[config.mk]
export PLATFORM = sky130hd
export DESIGN_NAME = jc_controller
export DESIGN_NICKNAME = d
export VERILOG_FILES = /design/src/rtl/jc_pkg.sv /design/src/rtl/jc_cond_mux.sv /design/src/rtl/jc_jump_rom.sv /design/src/rtl/jc_state_counter.sv /design/src/rtl/jc_controller.sv
export SDC_FILE = /design/constraint.sdc
export NUM_CORES = 1
export LEC_CHECK = 0
export CORE_AREA = 4 4 41 43
export DETAILED_ROUTE_END_ITERATION = 10
export DIE_AREA = 0 0 45 47
export DONT_BUFFER_PORTS = 1
export PLACE_DENSITY = 0.42
export REMOVE_ABC_BUFFERS = 1
export SLEW_MARGIN = 20
export SYNTH_ARGS = -nofsm -noshare
export SYNTH_HDL_FRONTEND = slang
export SYNTH_SLANG_ARGS = --single-unit
[constraint.sdc]
create_clock -name clk -period 1.3 [get_ports clk]
set_clock_uncertainty 0.1 [all_clocks]
set_input_delay 0.325 -clock clk [delete_from_list [all_inputs] [get_ports clk]]
set_output_delay 0.325 -clock clk [all_outputs]
set_load 0.05 [all_outputs]
[src/rtl/jc_pkg.sv]
package jc_pkg;

    localparam int CODE_W = 3;

    typedef enum logic [2:0] {
        COND_NEVER   = 3'd0,
        COND_ALWAYS  = 3'd1,
        COND_A       = 3'd2,
        COND_NOT_A   = 3'd3,
        COND_B       = 3'd4,
        COND_NOT_B   = 3'd5,
        COND_A_AND_B = 3'd6,
        COND_A_OR_B  = 3'd7
    } cond_code_e;

    typedef struct packed {
        logic clr;
        logic ld;
        logic cnt;
    } step_ctrl_t;

    typedef enum logic [1:0] {
        STEP_HOLD  = 2'd0,
        STEP_COUNT = 2'd1,
        STEP_LOAD  = 2'd2,
        STEP_CLEAR = 2'd3
    } step_kind_e;

    localparam logic [63:0] DEF_JUMP = 64'h0123456789ABCDEF;
    localparam logic [47:0] DEF_CLR  = 48'h000000000000;
    localparam logic [47:0] DEF_LD   = 48'h000000000000;
    localparam logic [47:0] DEF_CNT  = 48'h249249249249;

    function automatic logic eval_cond(cond_code_e code, logic a, logic b);
        logic r;
        case (code)
            COND_NEVER:   r = 1'b0;
            COND_ALWAYS:  r = 1'b1;
            COND_A:       r = a;
            COND_NOT_A:   r = ~a;
            COND_B:       r = b;
            COND_NOT_B:   r = ~b;
            COND_A_AND_B: r = a & b;
            default:      r = a | b;
        endcase
        return r;
    endfunction

    function automatic step_kind_e pick_step(step_ctrl_t c);
        step_kind_e k;
        if (c.clr)      k = STEP_CLEAR;
        else if (c.ld)  k = STEP_LOAD;
        else if (c.cnt) k = STEP_COUNT;
        else            k = STEP_HOLD;
        return k;
    endfunction

endpackage

[src/rtl/jc_cond_mux.sv]
module jc_cond_mux
    import jc_pkg::*;
#(
    parameter int STATE_W = 4,
    parameter logic [(2**STATE_W)*CODE_W-1:0] CODES = '0
) (
    input  logic [STATE_W-1:0] sel,
    input  logic               a,
    input  logic               b,
    output logic               hit
);
    localparam int NSTATES = 2**STATE_W;

    cond_code_e code;

    always_comb begin
        code = cond_code_e'(CODES[int'(sel)*CODE_W +: CODE_W]);
        hit  = eval_cond(code, a, b);
    end

endmodule

[src/rtl/jc_jump_rom.sv]
module jc_jump_rom #(
    parameter int STATE_W = 4,
    parameter logic [(2**STATE_W)*STATE_W-1:0] TABLE = '0
) (
    input  logic [STATE_W-1:0] addr,
    output logic [STATE_W-1:0] data
);
    localparam int NSTATES = 2**STATE_W;

    logic [STATE_W-1:0] words [NSTATES];

    genvar gi;
    generate
        for (gi = 0; gi < NSTATES; gi++) begin : g_word
            assign words[gi] = TABLE[gi*STATE_W +: STATE_W];
        end
    endgenerate

    assign data = words[addr];

endmodule

[src/rtl/jc_state_counter.sv]
module jc_state_counter
    import jc_pkg::*;
#(
    parameter int STATE_W = 4
) (
    input  logic               clk,
    input  logic               rst,
    input  step_ctrl_t         ctrl,
    input  logic [STATE_W-1:0] load_val,
    output logic [STATE_W-1:0] q
);
    step_kind_e kind;

    assign kind = pick_step(ctrl);

    always_ff @(posedge clk) begin
        if (rst) begin
            q <= '0;
        end else begin
            case (kind)
                STEP_CLEAR: q <= '0;
                STEP_LOAD:  q <= load_val;
                STEP_COUNT: q <= q + 1'b1;
                default:    q <= q;
            endcase
        end
    end

    // clear sends the state to zero
    a_r2_clear_to_zero: assert property (@(posedge clk) disable iff (rst)
        ctrl.clr |=> (q == '0));

    // load without clear takes the jump target
    a_r3_load_target: assert property (@(posedge clk) disable iff (rst)
        (!ctrl.clr && ctrl.ld) |=> (q == $past(load_val)));

    // count alone advances by one, R5 wraps naturally
    a_r4_count_step: assert property (@(posedge clk) disable iff (rst)
        (!ctrl.clr && !ctrl.ld && ctrl.cnt) |=> (q == STATE_W'($past(q) + 1'b1)));

    // no strobe keeps the state
    a_r6_hold_state: assert property (@(posedge clk) disable iff (rst)
        (!ctrl.clr && !ctrl.ld && !ctrl.cnt) |=> $stable(q));

    // clear beats both other strobes
    a_r9_clear_wins: assert property (@(posedge clk) disable iff (rst)
        (ctrl.clr && ctrl.ld && ctrl.cnt) |=> (q == '0));

endmodule

[src/rtl/jc_controller.sv]
module jc_controller
    import jc_pkg::*;
#(
    parameter int STATE_W = 4,
    parameter logic [(2**STATE_W)*STATE_W-1:0] JUMP_TABLE = DEF_JUMP,
    parameter logic [(2**STATE_W)*CODE_W-1:0]  CLR_CODES  = DEF_CLR,
    parameter logic [(2**STATE_W)*CODE_W-1:0]  LD_CODES   = DEF_LD,
    parameter logic [(2**STATE_W)*CODE_W-1:0]  CNT_CODES  = DEF_CNT
) (
    input  logic                    clk,
    input  logic                    rst,
    input  logic                    cond_a,
    input  logic                    cond_b,
    output logic [STATE_W-1:0]      state_o,
    output logic [(2**STATE_W)-1:0] state_dec_o,
    output logic                    clr_o,
    output logic                    ld_o,
    output logic                    cnt_o
);
    localparam int NSTATES = 2**STATE_W;
    localparam int NSEL    = 3;

    logic [STATE_W-1:0] state_q;
    logic [STATE_W-1:0] jump_target;
    logic [NSEL-1:0]    strobes;
    step_ctrl_t         ctrl;

    genvar gs;
    generate
        for (gs = 0; gs < NSEL; gs++) begin : g_sel
            localparam logic [NSTATES*CODE_W-1:0] TBL =
                (gs == 0) ? CLR_CODES : (gs == 1) ? LD_CODES : CNT_CODES;
            jc_cond_mux #(
                .STATE_W (STATE_W),
                .CODES   (TBL)
            ) u_mux (
                .sel (state_q),
                .a   (cond_a),
                .b   (cond_b),
                .hit (strobes[gs])
            );
        end
    endgenerate

    assign ctrl.clr = strobes[0];
    assign ctrl.ld  = strobes[1];
    assign ctrl.cnt = strobes[2];

    jc_jump_rom #(
        .STATE_W (STATE_W),
        .TABLE   (JUMP_TABLE)
    ) u_rom (
        .addr (state_q),
        .data (jump_target)
    );

    jc_state_counter #(
        .STATE_W (STATE_W)
    ) u_cnt (
        .clk      (clk),
        .rst      (rst),
        .ctrl     (ctrl),
        .load_val (jump_target),
        .q        (state_q)
    );

    genvar gd;
    generate
        for (gd = 0; gd < NSTATES; gd++) begin : g_dec
            assign state_dec_o[gd] = (state_q == STATE_W'(gd));
        end
    endgenerate

    assign state_o = state_q;
    assign clr_o   = ctrl.clr;
    assign ld_o    = ctrl.ld;
    assign cnt_o   = ctrl.cnt;

    // decode is one-hot
    a_r8_onehot_decode: assert property (@(posedge clk) disable iff (rst)
        $countones(state_dec_o) == 1);

    // reset brings the state to zero
    a_r1_reset_zero: assert property (@(posedge clk) disable iff (1'b0)
        rst |=> (state_o == '0));

endmodule

# Yosys cells after proc, flatten, opt, wreduce, memory -nomap -nowiden
# Memory sizes are Yosys's and may differ from the RTL's.
# Index checks and enable logic that the tools add are counted.
# W data, S select, Z words.
dict set report totals {
  ff_bits 4
  romBits 64
  in_bits 4
  word_cells 53
  mem_count 1
}
dict set report classes {
  n_addsub 1
  n_mul 1
  magnitude_cmp 1
  n_eq_ne 30
  shifts 2
  n_mux 7
  n_bitwise 5
  n_reduce_logical 4
}
# memory words word_bits read_ports rd_ports_with_merged_regs write_ports line
set mem_list {}
lappend mem_list {{(name not given)} 16 4 1 0 0 jc_jump_rom.sv:19} ;# assign data = words[addr];
# op count
set op_table {}
lappend op_table {{$shiftx A48 B32 Y3 const A} 2}
lappend op_table {{$eq A4 B4 Y1 const B} 8}
lappend op_table {{$eq A3 B3 Y1 const B} 6}
lappend op_table {{$eq A4 B3 Y1 const B} 4}
lappend op_table {{$pmux W1 S7} 2}
lappend op_table {{$eq A3 B2 Y1 const B} 4}
lappend op_table {{$pmux W4 S3} 1}
lappend op_table {{$eq A4 B2 Y1 const B} 2}
lappend op_table {{$mux W4} 2}
lappend op_table {{$eq A3 B1 Y1 const B} 2}
lappend op_table {{$logic_not A3 Y1} 2}
lappend op_table {{$mul A4 B2 Y6 const B} 1}
lappend op_table {{$ge A5 B5 Y1 const B} 1}
lappend op_table {{$not A4 Y5} 1}
lappend op_table {{$add A4 B1 Y4 const B} 1}
lappend op_table {{$eq A2 B2 Y1 const B} 2}
lappend op_table {{$eq A4 B1 Y1 const B} 1}
lappend op_table {{$logic_not A4 Y1} 1}
lappend op_table {{$reduce_bool A3 Y1} 1}
lappend op_table {{$eq A2 B1 Y1 const B} 1}
lappend op_table {{$mux W2} 1}
lappend op_table {{$not A1 Y1} 2}
lappend op_table {{$and A1 B1 Y1} 1}
lappend op_table {{$mux W1} 1}
lappend op_table {{$or A1 B1 Y1} 1}

# Depth between registers and ports, before layout
# Gate-level depths: netlist (run 1).
dict set report depth {
  ltp_word 8
  ltp_mapped 3
  ltp_nobuf 3
}

# By module
# Synthesis (run 1) repeated with hierarchy kept, for this count alone.
dict set report hier_totals {
  cells_unflattened 64
  hier_area_um2 566.8
}
# mod instances cells_per_inst area_each_um2
set by_module_without_submodules {}
lappend by_module_without_submodules {jc_state_counter 1 34 291.5}
lappend by_module_without_submodules {jc_controller 1 20 226.5}
lappend by_module_without_submodules {jc_cond_mux 3 2 11.3}
lappend by_module_without_submodules {jc_jump_rom 1 4 15.0}

# Least setup slack after synthesis (run 1)
# No wires, ideal clock.
dict set report synth_path {
  path_type {reg2out}
  from {register u_cnt.q[0]}
  to {output state_dec_o[3]}
  arrival_ps 2178
  t_required_ps 875
  slack_ps -1303
  path_stages_with_launch 3
  path_buffers 0
  path_cell_list {dfxtp_1 > ha_1 > nor3b_1}
}
dict set report synth_between {
  elab_chain_len 1
}
# item line
set synth_lines {}
lappend synth_lines {{start, declared} jc_state_counter.sv:10} ;# output logic [STATE_W-1:0] q
lappend synth_lines {{start signal, assigned} jc_state_counter.sv:22} ;# STEP_LOAD: q <= load_val;
lappend synth_lines {{start signal, assigned} jc_state_counter.sv:23} ;# STEP_COUNT: q <= q + 1'b1;
lappend synth_lines {{start signal, assigned} jc_state_counter.sv:24} ;# default: q <= q;
lappend synth_lines {{$eq A4 B2 Y1} jc_controller.sv:70} ;# assign state_dec_o[gd] = (state_q == STATE_W'(gd));
lappend synth_lines {{end, declared} jc_controller.sv:15} ;# output logic [(2**STATE_W)-1:0] state_dec_o,
# Every way passes these cells.

# Worst setup path in the final report (run 1)
dict set report layout_path {
  from {register u_cnt.q[3]}
  to {output state_dec_o[6]}
}
dict set report layout_between {
  elab_chain_len 1
}
# item line
set layout_lines {}
lappend layout_lines {{$eq A4 B3 Y1} jc_controller.sv:70}
# Every way passes these cells.

==> results of run 1 <==
## routing by layer
metal	part of all wire [%]	GRT usage, %	wire, µm
met5	0	0	0
met1	36	9.091	350
met4	0	5.263	0
met2	52	16.38	505
met3	12	3.065	119
## synthesized netlist by cell type
library cell,number
inv_1,2
nor2b_1,2
nand3_1,1
and2_1,7
mux2_2,1
conb_1,2
dfxtp_1,4
nor2_1,5
and2b_1,2
nor3b_1,1
and3b_2,1
buf_4,3
buf_6,2
nand2_1,1
xnor2_1,1
and3_2,4
ha_1,4
and2_2,2
## path summary, 6_finish.rpt
path         startpoint             end  depth (start not counted)
max          u_cnt.q[3]  state_dec_o[6]                          3
min                 rst      u_cnt.q[0]                          1
max reg2reg  u_cnt.q[0]      u_cnt.q[3]                          3
min reg2reg  u_cnt.q[2]      u_cnt.q[2]                          3
## cell families after synthesis
| logic type | synth area share [%] |
|---|---|
| multiplexers | 3.030 |
| XOR/XNOR | 2.357 |
| flip-flops | 21.55 |
| adder cells (fa/ha/maj) | 13.47 |
| other | 2.021 |
| AND/OR/NAND/NOR | 43.43 |
| buffers and inverters | 14.14 |
## layout make-up
type	instances	area (µm²)	share of cell area, %
tap	15	18.77	2.547
timing repair buffer	19	252.7	34.30
clock buffer	3	22.52	3.056
sequential	4	95.09	12.90
multi-input combinational	35	340.3	46.18
inverter	2	7.507	1.019
## power groups by stage
stage,Combinational [µW],Sequential [µW],Clock (µW)
global placement,240,141,0
global route,304,147,168
CTS,283,147,160
finish,287,145,154
floorplan,112,172,0
detailed placement,244,142,0
## critical path, delay by kind of cell (launching register included)
family	cells	cell delay, ps
flip-flops	1	350
buffers and inverters	1	140
AND/OR/NAND/NOR	2	400
## metrics by stage
stage	hold WS (ps)	instances	power (µW)
after CTS	39.65	77	590.6
final	49.29	78	586.3
after detailed placement	297.1	74	385.4
after global routing	44.18	78	619.3
after global placement	293.3	74	381.2
after floorplan	291.7	41	284.4
## what timing repair did
action	CTS	global route
setup buffers	0	1
pin swaps	6	2
gates resized for setup	33	6
setup endpoints to repair	18	18
==> metrics, run 1 <==
Final Cycle Share 120.0%; Cell Chain, Critical Path and2b_2, and2_4, buf_12; DP Area 576.8 µm²; Clk network pwr share 26.3%; Net Sw Frac 38.85%; synthesized cell area 371.6 µm²; critical path peak fanout 5; flop-to-flop setup slack 100 ps; clk_lat worst skew 240 ps; DRT Pass-1 Iters 1; largest net degree at the start of global routing 8; WL final 976 µm; Starting Density 28.56%; P_sw 227.8 µW; antenna cells 0; max-slew violations 0; crit start category flip-flop; Peak VDD IR 601.6 µV; CTS buffer count 3; failing checks negative setup slack; power density over cell area 795.5 mW/mm²; Worst path slowest cell dfxtp_4; Core Area 0.001301 mm²; max-cap viol count 0; Final ANT Viol Nets 0; CP Capture Type output port; CP max stage delay 350 ps; DP HPWL 754.7 µm; first-pass GRT wire length 1386 µm; Highest Clock Rate 640.8 MHz; largest reg by FF count u_cnt.q; H-Tree Depth 1; most common cell after layout, fill and taps aside and2_4; Final Hold Fails 0; Clock Pin Slew Worst Setup and Hold Paths 40 ps; gr ovfl total 0; Seq pwr share 24.7%; Wirelength per Cell 12.51 µm; Critical Path AT 1140 ps; vias in the first global route 349; Synth area leader dfxtp_1; Global Route Usage Sum 9.084%; DR iter-0 viols 0; Largest register FFs 4; commonest non-fill, non-tap cells in the layout 9 x and2_4, 8 x buf_4, 7 x buf_12; share of the synthesized area in the top cell type 21.55%; Remaining DRCs 0; die footprint 0.002115 mm²; root buffer cell clkbuf_4; Hold WC Path Type input pin to flip-flop; Synth cell types 18; clk sinks 4; Port Buffers 0; CP required 880 ps; die extent in y 47 µm; Final setup viols 18; register area share after synthesis 21.55%; Pint 358.5 µW; Avg Vias per Cell 4.449; top post-synthesis cells by area dfxtp_1 22%, ha_1 13%, and2_1 12%; Comb pwr share 49.0%; CTS tree done; Place WS -146.3 ps; # IOs 27; Yosys reg bits 4; Post-Synthesis Cells 45; Final nets 73; Bufs on Longest Clock Path 2; Largest regs u_cnt.q (4); minimum clock period after layout 1561 ps; Setup CP Type flip-flop to output port; post-route cell area 737.0 µm²; Syn Area/Cell 8.258 µm²; status complete, but fails checks; via count 347; Core Util, Final 56.63%; YS warnings 0; ratio of cells with drive above 1 in the final layout 77.78%; setup TNS -3864 ps; GPL Wtd Cong 0.7498; Syn-to-layout area delta 98.32%; Die X 45 µm; initial antenna violation count 0; final worst setup slack -260.6 ps; P_leak 0.0003253 µW; CTS Hold Bufs 0; RSZ-0062 raised after global routing yes; fill count 126; num rows 13
(Power assumes the default switching activity.)
==> inputs of run 2 (changes only) <==
--- a/config.mk
+++ b/config.mk
@@ -5,9 +5,10 @@
 export SDC_FILE = /design/constraint.sdc
 export NUM_CORES = 1
 export LEC_CHECK = 0
-export CORE_AREA = 4 4 41 43
+export CORE_AREA = 2 2 39 41
+export CTS_CLUSTER_DIAMETER = 120
 export DETAILED_ROUTE_END_ITERATION = 10
-export DIE_AREA = 0 0 45 47
+export DIE_AREA = 0 0 41 43
 export DONT_BUFFER_PORTS = 1
 export PLACE_DENSITY = 0.42
 export REMOVE_ABC_BUFFERS = 1
==> run 2 against run 1 <==
  * The run still ends with negative setup slack left
  * Global-route usage up 2.4 points
  * Utilization is essentially flat
  * Clock power shrank 3%
  * Sequential power is essentially flat
  * Critical endpoint is now state_dec_o[12]
  * Via count is 1.4% lower
  * Power increased by 2.6%
==> metrics, run 2 (same netlist as run 1, synthesis figures left out) <==
clk sinks 4; total power 601.7 µW; antenna cells 0; final worst setup slack -261.9 ps; Final nets 74; placed cells 75; Critical Path AT 1140 ps; CP required 880 ps; Port Buffers 0; Bufs on Longest Clock Path 2; minimum clock period after layout 1562 ps; largest reg by FF count u_cnt.q; largest net degree at the start of global routing 7; Final setup viols 16; Final Cycle Share 120.1%; failing checks negative setup slack; # IOs 27; DR iter-0 viols 3; Highest Clock Rate 640.3 MHz; status complete, but fails checks; CP Capture Type output port; Die X 41 µm; non-filler instance count after layout 80; GPL Wtd Cong 0.5986; DP HPWL 624.2 µm; critical path buffer and inverter count 1; clk_lat worst skew 230 ps; fill count 118; cell family with most CP delay flip-flops; Cell Chain, Critical Path inv_2, ha_4, and3_4; crit start category flip-flop; DRT Pass-1 Iters 3; initial antenna violation count 0; ratio of cells with drive above 1 in the final layout 81.25%; CTS tree done; CP max stage delay 360 ps; via count 342; power density over cell area 768.2 mW/mm²; die footprint 0.001763 mm²; first-pass GRT wire length 1373 µm; CTS buffer count 3; Starting Density 26.85%; Syn-to-layout area delta 110.8%; critical path peak fanout 4; Remaining DRCs 0; Global Route Usage Sum 11.46%; commonest non-fill, non-tap cells in the layout 9 x and2_4, 9 x buf_12, 6 x buf_6; CTS Hold Bufs 0; Worst path slowest cell dfxtp_4; Largest register FFs 4; Wirelength per Cell 10.51 µm; Clock Pin Slew Worst Setup and Hold Paths 40 ps; Peak VDD IR 506.3 µV; gr ovfl total 0; Core Util, Final 56.60%; Core Area 0.001384 mm²; Final Hold Fails 0; Largest regs u_cnt.q (4); Setup CP Type flip-flop to output port; WL final 841 µm; Avg Vias per Cell 4.275; Hold WC Path Type input pin to flip-flop; RSZ-0062 raised after global routing yes; die extent in y 43 µm; Final ANT Viol Nets 0; P_leak 0.0003416 µW; max-cap viol count 0; H-Tree Depth 1; max-slew violations 0; root buffer cell clkbuf_4; num rows 14; vias in the first global route 325
==> run 2: changes by cell type in the layout (fill, tap and decap cells not counted), sizes merged <==
cell,previous run,this run
buf,19,20
==> run 2: repair_timing <==
item	4_1_cts	5_1_grt
resized for setup	42	7
endpoints found under the setup margin	18	19
pin swaps	7	1
buffers inserted	1	1
==> run 2: cell type report <==
cell class	count	area [µm²]	area share (%)
Tap cell	16	20.02	2.556
Inverter	2	10.01	1.278
Timing Repair Buffer	20	292.8	37.38
Sequential cell	4	95.09	12.14
Clock buffer	3	22.52	2.875
Multi-Input combinational cell	35	342.8	43.77
==> run 2: layer usage <==
metal  vias up  GRT usage (%)  share of wire (%)
met2        19          16.88                 50
met4         0          8.000                  0
met5         -              0                  0
met1       149          14.19                 41
met3         0          2.094                8.9
li1        174              -                  -
==> run 2: worst reg2reg max path: stages, from the launching register on <==
cell and delay (ps):
dfxtp_4 370, buf_6 130, buf_12 140, nand3_2 70, mux2_2 320
==> run 2: power by group <==
part / switching, µW / internal, µW
clock: 45.7 / 103
sequential: 18.1 / 129
combinational: 164 / 142
total: 227 / 374
==> run 2: per-stage QoR <==
step           setup slack [ps]  hold WS, ps  cell area [µm²]  setup TNS, ps
2_1_floorplan             -1303        291.7            330.3          -9266
3_3_place_gp             -124.1        293.6            578.1          -1547
3_5_place_dp             -146.8        294.1            578.1          -1924
4_1_cts                  -269.2        38.01            748.2          -3954
5_1_grt                  -304.2        34.44            783.3          -4565
6_report                 -261.9        50.12            783.3          -3853
==> run 2: final timing paths <==
kind | depth (start not counted) | to | from | slack (ps)
setup / recovery | 3 | state_dec_o[12] | u_cnt.q[0] | -260
hold / removal | 1 | u_cnt.q[0] | rst | 50
setup reg to reg | 4 | u_cnt.q[3] | u_cnt.q[1] | 70
hold reg to reg | 3 | u_cnt.q[2] | u_cnt.q[2] | 570
